`src/rtl/dma_gate_pkg.sv`:
```
package dma_gate_pkg;
  localparam int unsigned CSR_W   = 3;
  localparam int unsigned BIT_EN  = 0;
  localparam int unsigned BIT_AE  = 1;
  localparam int unsigned BIT_NMI = 2;

  typedef enum logic [1:0] {
    SZ_1B = 2'd0,
    SZ_2B = 2'd1,
    SZ_4B = 2'd2,
    SZ_8B = 2'd3
  } xfer_size_e;
endpackage

```
`src/rtl/dma_sticky_flag.sv`:
```
// Sticky flag with a read-then-write-zero clear handshake.
module dma_sticky_flag (
  input  logic clk,
  input  logic rst_n,
  input  logic set_i,
  input  logic rd_i,
  input  logic wr_zero_i,
  output logic flag_o
);
  logic armed_q;

  always_ff @(posedge clk) begin
    if (!rst_n) begin
      flag_o  <= 1'b0;
      armed_q <= 1'b0;
    end else if (set_i) begin
      // a fresh event always wins and demands a new read
      flag_o  <= 1'b1;
      armed_q <= 1'b0;
    end else if (wr_zero_i && armed_q) begin
      flag_o  <= 1'b0;
      armed_q <= 1'b0;
    end else if (rd_i && flag_o) begin
      armed_q <= 1'b1;
    end
  end
endmodule

```
`src/rtl/dma_grp_csr.sv`:
```
// One group's status word: master enable plus two sticky flags.
module dma_grp_csr
  import dma_gate_pkg::*;
(
  input  logic             clk,
  input  logic             rst_n,
  input  logic             wr_i,
  input  logic             rd_i,
  input  logic [CSR_W-1:0] wdata_i,
  input  logic             ae_set_i,
  input  logic             nmi_set_i,
  output logic             en_o,
  output logic             ae_o,
  output logic             nmi_o
);
  always_ff @(posedge clk) begin
    if (!rst_n)    en_o <= 1'b0;
    else if (wr_i) en_o <= wdata_i[BIT_EN];
  end

  dma_sticky_flag u_ae (
    .clk       (clk),
    .rst_n     (rst_n),
    .set_i     (ae_set_i),
    .rd_i      (rd_i),
    .wr_zero_i (wr_i && !wdata_i[BIT_AE]),
    .flag_o    (ae_o)
  );

  dma_sticky_flag u_nmi (
    .clk       (clk),
    .rst_n     (rst_n),
    .set_i     (nmi_set_i),
    .rd_i      (rd_i),
    .wr_zero_i (wr_i && !wdata_i[BIT_NMI]),
    .flag_o    (nmi_o)
  );
endmodule

```
`src/rtl/dma_addr_check.sv`:
```
// Screens one request per cycle and raises the error set line of its group.
module dma_addr_check #(
  parameter int unsigned NUM_GRP    = 2,
  parameter int unsigned CH_PER_GRP = 6,
  parameter int unsigned AW         = 32,
  localparam int unsigned NCH       = NUM_GRP * CH_PER_GRP,
  localparam int unsigned CH_W      = (NCH > 1) ? $clog2(NCH) : 1
) (
  input  logic               valid_i,
  input  logic [CH_W-1:0]    ch_i,
  input  logic [AW-1:0]      src_i,
  input  logic [AW-1:0]      dst_i,
  input  logic [1:0]         size_i,
  input  logic [1:0]         undef_i,
  input  logic [1:0]         stopped_i,
  output logic [NUM_GRP-1:0] err_set_o
);
  logic [AW-1:0] low_mask;
  logic          misaligned;
  logic          region_bad;
  logic          ch_ok;
  logic [CH_W:0] grp_of;

  always_comb begin
    low_mask   = (AW'(1) << size_i) - AW'(1);
    misaligned = |(src_i & low_mask) || |(dst_i & low_mask);
    region_bad = |undef_i || |stopped_i;
    ch_ok      = {1'b0, ch_i} < (CH_W+1)'(NCH);
    grp_of     = {1'b0, ch_i} / (CH_W+1)'(CH_PER_GRP);
  end

  for (genvar g = 0; g < NUM_GRP; g++) begin : g_grp
    assign err_set_o[g] = valid_i && ch_ok && (misaligned || region_bad)
                          && (grp_of == (CH_W+1)'(g));
  end
endmodule

```
`src/rtl/dma_permit.sv`:
```
// Registered per-channel transfer permit.
module dma_permit #(
  parameter int unsigned NUM_GRP    = 2,
  parameter int unsigned CH_PER_GRP = 6,
  localparam int unsigned NCH       = NUM_GRP * CH_PER_GRP
) (
  input  logic               clk,
  input  logic               rst_n,
  input  logic [NCH-1:0]     ch_en_i,
  input  logic [NUM_GRP-1:0] grp_en_i,
  input  logic [NUM_GRP-1:0] grp_ae_i,
  input  logic [NUM_GRP-1:0] grp_nmi_i,
  output logic [NCH-1:0]     permit_o
);
  for (genvar c = 0; c < NCH; c++) begin : g_ch
    localparam int unsigned G = c / CH_PER_GRP;
    always_ff @(posedge clk) begin
      if (!rst_n) permit_o[c] <= 1'b0;
      else        permit_o[c] <= ch_en_i[c] && grp_en_i[G]
                                 && !grp_ae_i[G] && !grp_nmi_i[G];
    end
  end
endmodule

```
`src/rtl/dma_gate_ctrl.sv`:
```
module dma_gate_ctrl
  import dma_gate_pkg::*;
#(
  parameter int unsigned NUM_GRP    = 2,
  parameter int unsigned CH_PER_GRP = 6,
  parameter int unsigned AW         = 32,
  localparam int unsigned NCH       = NUM_GRP * CH_PER_GRP,
  localparam int unsigned CH_W      = (NCH > 1) ? $clog2(NCH) : 1,
  localparam int unsigned GRP_W     = (NUM_GRP > 1) ? $clog2(NUM_GRP) : 1
) (
  input  logic             clk,
  input  logic             rst_n,
  input  logic             reg_wr,
  input  logic             reg_rd,
  input  logic [GRP_W-1:0] reg_sel,
  input  logic [CSR_W-1:0] reg_wdata,
  output logic [CSR_W-1:0] reg_rdata,
  input  logic             chk_valid,
  input  logic [CH_W-1:0]  chk_ch,
  input  logic [AW-1:0]    chk_src,
  input  logic [AW-1:0]    chk_dst,
  input  logic [1:0]       chk_size,
  input  logic [1:0]       chk_undef,
  input  logic [1:0]       chk_stopped,
  input  logic             nmi,
  input  logic [NCH-1:0]   ch_en,
  output logic [NCH-1:0]   permit
);
  logic [NUM_GRP-1:0] grp_en, grp_ae, grp_nmi, ae_set, sel_hit;

  dma_addr_check #(
    .NUM_GRP(NUM_GRP), .CH_PER_GRP(CH_PER_GRP), .AW(AW)
  ) u_check (
    .valid_i   (chk_valid),
    .ch_i      (chk_ch),
    .src_i     (chk_src),
    .dst_i     (chk_dst),
    .size_i    (chk_size),
    .undef_i   (chk_undef),
    .stopped_i (chk_stopped),
    .err_set_o (ae_set)
  );

  for (genvar g = 0; g < NUM_GRP; g++) begin : g_csr
    assign sel_hit[g] = (reg_sel == GRP_W'(g));
    dma_grp_csr u_csr (
      .clk       (clk),
      .rst_n     (rst_n),
      .wr_i      (reg_wr && sel_hit[g]),
      .rd_i      (reg_rd && sel_hit[g]),
      .wdata_i   (reg_wdata),
      .ae_set_i  (ae_set[g]),
      .nmi_set_i (nmi),
      .en_o      (grp_en[g]),
      .ae_o      (grp_ae[g]),
      .nmi_o     (grp_nmi[g])
    );
  end

  always_comb begin
    reg_rdata = '0;
    for (int g = 0; g < NUM_GRP; g++) begin
      if (sel_hit[g]) begin
        reg_rdata[BIT_EN]  = grp_en[g];
        reg_rdata[BIT_AE]  = grp_ae[g];
        reg_rdata[BIT_NMI] = grp_nmi[g];
      end
    end
  end

  dma_permit #(
    .NUM_GRP(NUM_GRP), .CH_PER_GRP(CH_PER_GRP)
  ) u_permit (
    .clk       (clk),
    .rst_n     (rst_n),
    .ch_en_i   (ch_en),
    .grp_en_i  (grp_en),
    .grp_ae_i  (grp_ae),
    .grp_nmi_i (grp_nmi),
    .permit_o  (permit)
  );
endmodule

```
`config.mk`:
```
export PLATFORM = sky130hd
export DESIGN_NAME = dma_gate_ctrl
export DESIGN_NICKNAME = d
export VERILOG_FILES = /design/src/rtl/dma_gate_pkg.sv /design/src/rtl/dma_sticky_flag.sv /design/src/rtl/dma_grp_csr.sv /design/src/rtl/dma_addr_check.sv /design/src/rtl/dma_permit.sv /design/src/rtl/dma_gate_ctrl.sv
export SDC_FILE = /design/constraint.sdc
export NUM_CORES = 1
export LEC_CHECK = 0
export ABC_AREA = 1
export BUFFER_PORTS_ARGS = -buffer_cell sky130_fd_sc_hd__buf_4
export CORE_UTILIZATION = 35
export CTS_BUF_LIST = sky130_fd_sc_hd__clkbuf_4
export CTS_CLUSTER_SIZE = 28
export DETAILED_ROUTE_END_ITERATION = 7
export GPL_TIMING_DRIVEN = 0
export PLACE_DENSITY = 0.88
export RECOVER_POWER = 50
export SYNTH_ARGS = -nofsm -noshare
export SYNTH_HDL_FRONTEND = slang
export SYNTH_SLANG_ARGS = --single-unit
export TNS_END_PERCENT = 30
```
`constraint.sdc`:
```
create_clock -name clk -period 1.4 [get_ports clk]
set_input_delay 0.28 -clock clk [delete_from_list [all_inputs] [get_ports clk]]
set_output_delay 0.28 -clock clk [all_outputs]
set_load 0.03 [all_outputs]
```
==> reports/metrics.cfg <==
[status]
status = complete, no violations

[sta]
rsz0062_at_grt = false
worst_slew_pin_slew_ns = 0.407
finClkSkew_ns = 0.00615
fin_hold_ws_ns = 0.196
fin_crit_sh = 0.915
finalSetupTns_ns = 0
maxSlewHeadroom = 0.726
hold_violations = 0
fmax_ghz = 0.780
setup_viol = 0
period_minus_slack_ns = 1.28
slew_viol_final = 0

[synth]
ys_seq_elements = 22
async_flop_share = 0
synth-seq-area-share = 0.422
synth_nets = 234
synthDistinctLibCells = 22
syn_area_sq_um = 1040
synth_top_cell_by_area = dfxtp_1
synth_warnings = 0
synth.top_cells.by_area = dfxtp_1 42%, nand2_1 11%, nor3b_2 7.2%
synthTopCellsByCount = 31 x nand2_1, 22 x dfxtp_1, 17 x nor2_1
avgSynthCellArea_sq_um = 7.62
synth_edf_count = 0
synth_top_cell_area_share = 0.422
synth_most_common_cell = nand2_1
synth_ff_type = dfxtp_1
syn_inst = 137

[setup_path]
crit-reg2reg-launch = g_csr[1].u_csr.u_nmi.flag_o
crit_family = flip-flops
path_depth = 3
slowest_delay_ns = 0.34
critPathLaunchType = flop
crit_fanout = 3
cp.arrival_ns = 1.00
reg2reg_to = u_permit.permit_o[6]
critPathKind = flop to output pin
r2r_setup_slack_ns = 0.37
critical_path_required_ns = 1.12
worst-path-buf-inv = 2
crit_chain = inv_1, o21ai_1, buf_4
setup.worst_path.end_class = output pin
r2r_cells = 3
crit_slowest_cell = dfxtp_1

[routing]
drt_wl_total_um = 2260
firstDrtPassIters = 4
wl_per_cell_um = 9.54
drt_iter0_drc = 12
vias = 1092
vias_per_cell = 4.61
final_antenna_net_count = 0
drc_errors = 0

[worst_hold_path]
holdPathStages = 3
min_to = g_csr[0].u_csr.u_nmi.flag_o
hp-class = input port to flop
min-delay-start = nmi

[grt]
grtUsageTotal = 0.142
overflow = 0
grt_max_degree = 14
antenna_found_initial = 0
grt_pass1_wl_um = 3680
first_global_vias = 994

[floorplanning]
io_pins = 111
die_area_sq_um = 3200
die_x_um = 56.6
core_area_sq_um = 2780
rows = 19
start_util = 0.375
die_h_um = 56.6

[clocking]
clk_latency_ns = 0.31
cts-root-buf = clkbuf_4
cts_sinks = 22
cts_made_buffers = 3
clk_pin_slew_ns = 0.11
htreeDepth = 1
postCtsSetupRepairBufs = 0
ctsLongestPathBuffers = 2
cts_tree = done

[pwr]
power.density_nw_per_um2 = 878
finalPower_uw = 1400
p_leak_uw = 0.000779
vdd_drop_max_v = 0.000752

[placed_design]
dpl_cell_area_sq_um = 1570
hpwl_um = 1880
io_buffer_count = 65
place_congestion = 0.822

[finish]
n_antenna_cell = 0
fin_area_sq_um = 1600
final_net_count = 304
drive_gt1_frac = 0.379
syn2layout_area_growth_pct = 53.2

[job]
maxCapViolCount = 0

==> worst max path at each step <==
stage                                 from                          end  slack, ns
2_1_floorplan                      reg_sel                 reg_rdata[1]       0.02
3_3_place_gp                   chk_size[1]  g_csr[1].u_csr.u_ae.armed_q      -0.04
3_5_place_dp                   chk_size[1]  g_csr[1].u_csr.u_ae.armed_q      -0.06
4_1_cts         g_csr[0].u_csr.u_ae.flag_o                 reg_rdata[1]       0.04
5_1_grt        g_csr[0].u_csr.u_nmi.flag_o                 reg_rdata[2]       0.03
6_report       g_csr[0].u_csr.u_nmi.flag_o                 reg_rdata[2]       0.12
==> routing by layer <==
layer	vias up	share of wire	global-route usage
met5	-	0	0
met4	0	0.015	0.0523
met3	5	0.091	0.0346
met2	57	0.50	0.274
met1	456	0.39	0.145
li1	574	-	-
==> where the power goes <==
group | internal [uW] | switching (uW)
logic | 149 | 119
clock network | 289 | 191
registers | 646 | 10.3
==> cells in the final DEF (no fill, tap or decap) <==
master and instances:
nor3b_1 10, o21ai_2 1, inv_4 1, nand2_1 31, nand2_2 1, nor3_1 2, dfxtp_1 22, inv_2 1
buf_6 2, and2_0 1, a211oi_1 2, inv_1 16, nand3_1 8, bufinv_16 1, buf_4 65, nand4_1 2
nand2_4 1, a21boi_0 1, or2_0 1, nor3b_2 2, o21ai_0 4, o21ai_1 3, ha_1 1, or2_1 1
clkbuf_4 3, a21oi_1 5, clkbuf_1 1, nor2_1 17
==> sequential cells by signal (all words and copies together) (netlist names) <==
name / count
g_csr.u_csr.u_ae.armed_q: 2
u_permit.permit_o: 12
g_csr.u_csr.en_o: 2
g_csr.u_csr.u_nmi.flag_o: 2
g_csr.u_csr.u_nmi.armed_q: 2
g_csr.u_csr.u_ae.flag_o: 2
==> through the flow <==
| step | util | cells | setup WS [ns] |
|---|---|---|---|
| finish | 0.575 | 237 | 0.118 |
| global route | 0.575 | 237 | 0.0256 |
| CTS | 0.583 | 237 | 0.0360 |
| detailed placement | 0.565 | 233 | -0.0589 |
| global placement | 0.565 | 233 | -0.0376 |
| floorplan | - | 137 | 0.0185 |
==> layout make-up <==
type	count	area [sq um]
repair buffers	65	488
inverters	18	70.1
multi-input cells	94	483
clock inverters	1	30.0
flip-flops and latches	22	440
clock buffers	3	22.5
well taps	31	38.8
fillers	262	1180
plain buffers	3	26.3
==> worst min-delay path, stage by stage <==
cell and delay [ns]:
buf_4 0.08, nor2_1 0.04, nor2_1 0.07
==> timing repair <==
item,in CTS,in global routing
resized for setup,0,3
hold buffers,0,0
endpoints found under the setup margin,0,2
==> logic make-up after synthesis <==
family | after synthesis | synth area share
and+or+nand+nor | 77 | 0.382
buffers and inverters | 21 | 0.0995
DFF | 22 | 0.422
AOI/OAI and AO/OA | 16 | 0.0839
adders and majority gates | 1 | 0.0120
(Power assumes the default switching activity.)
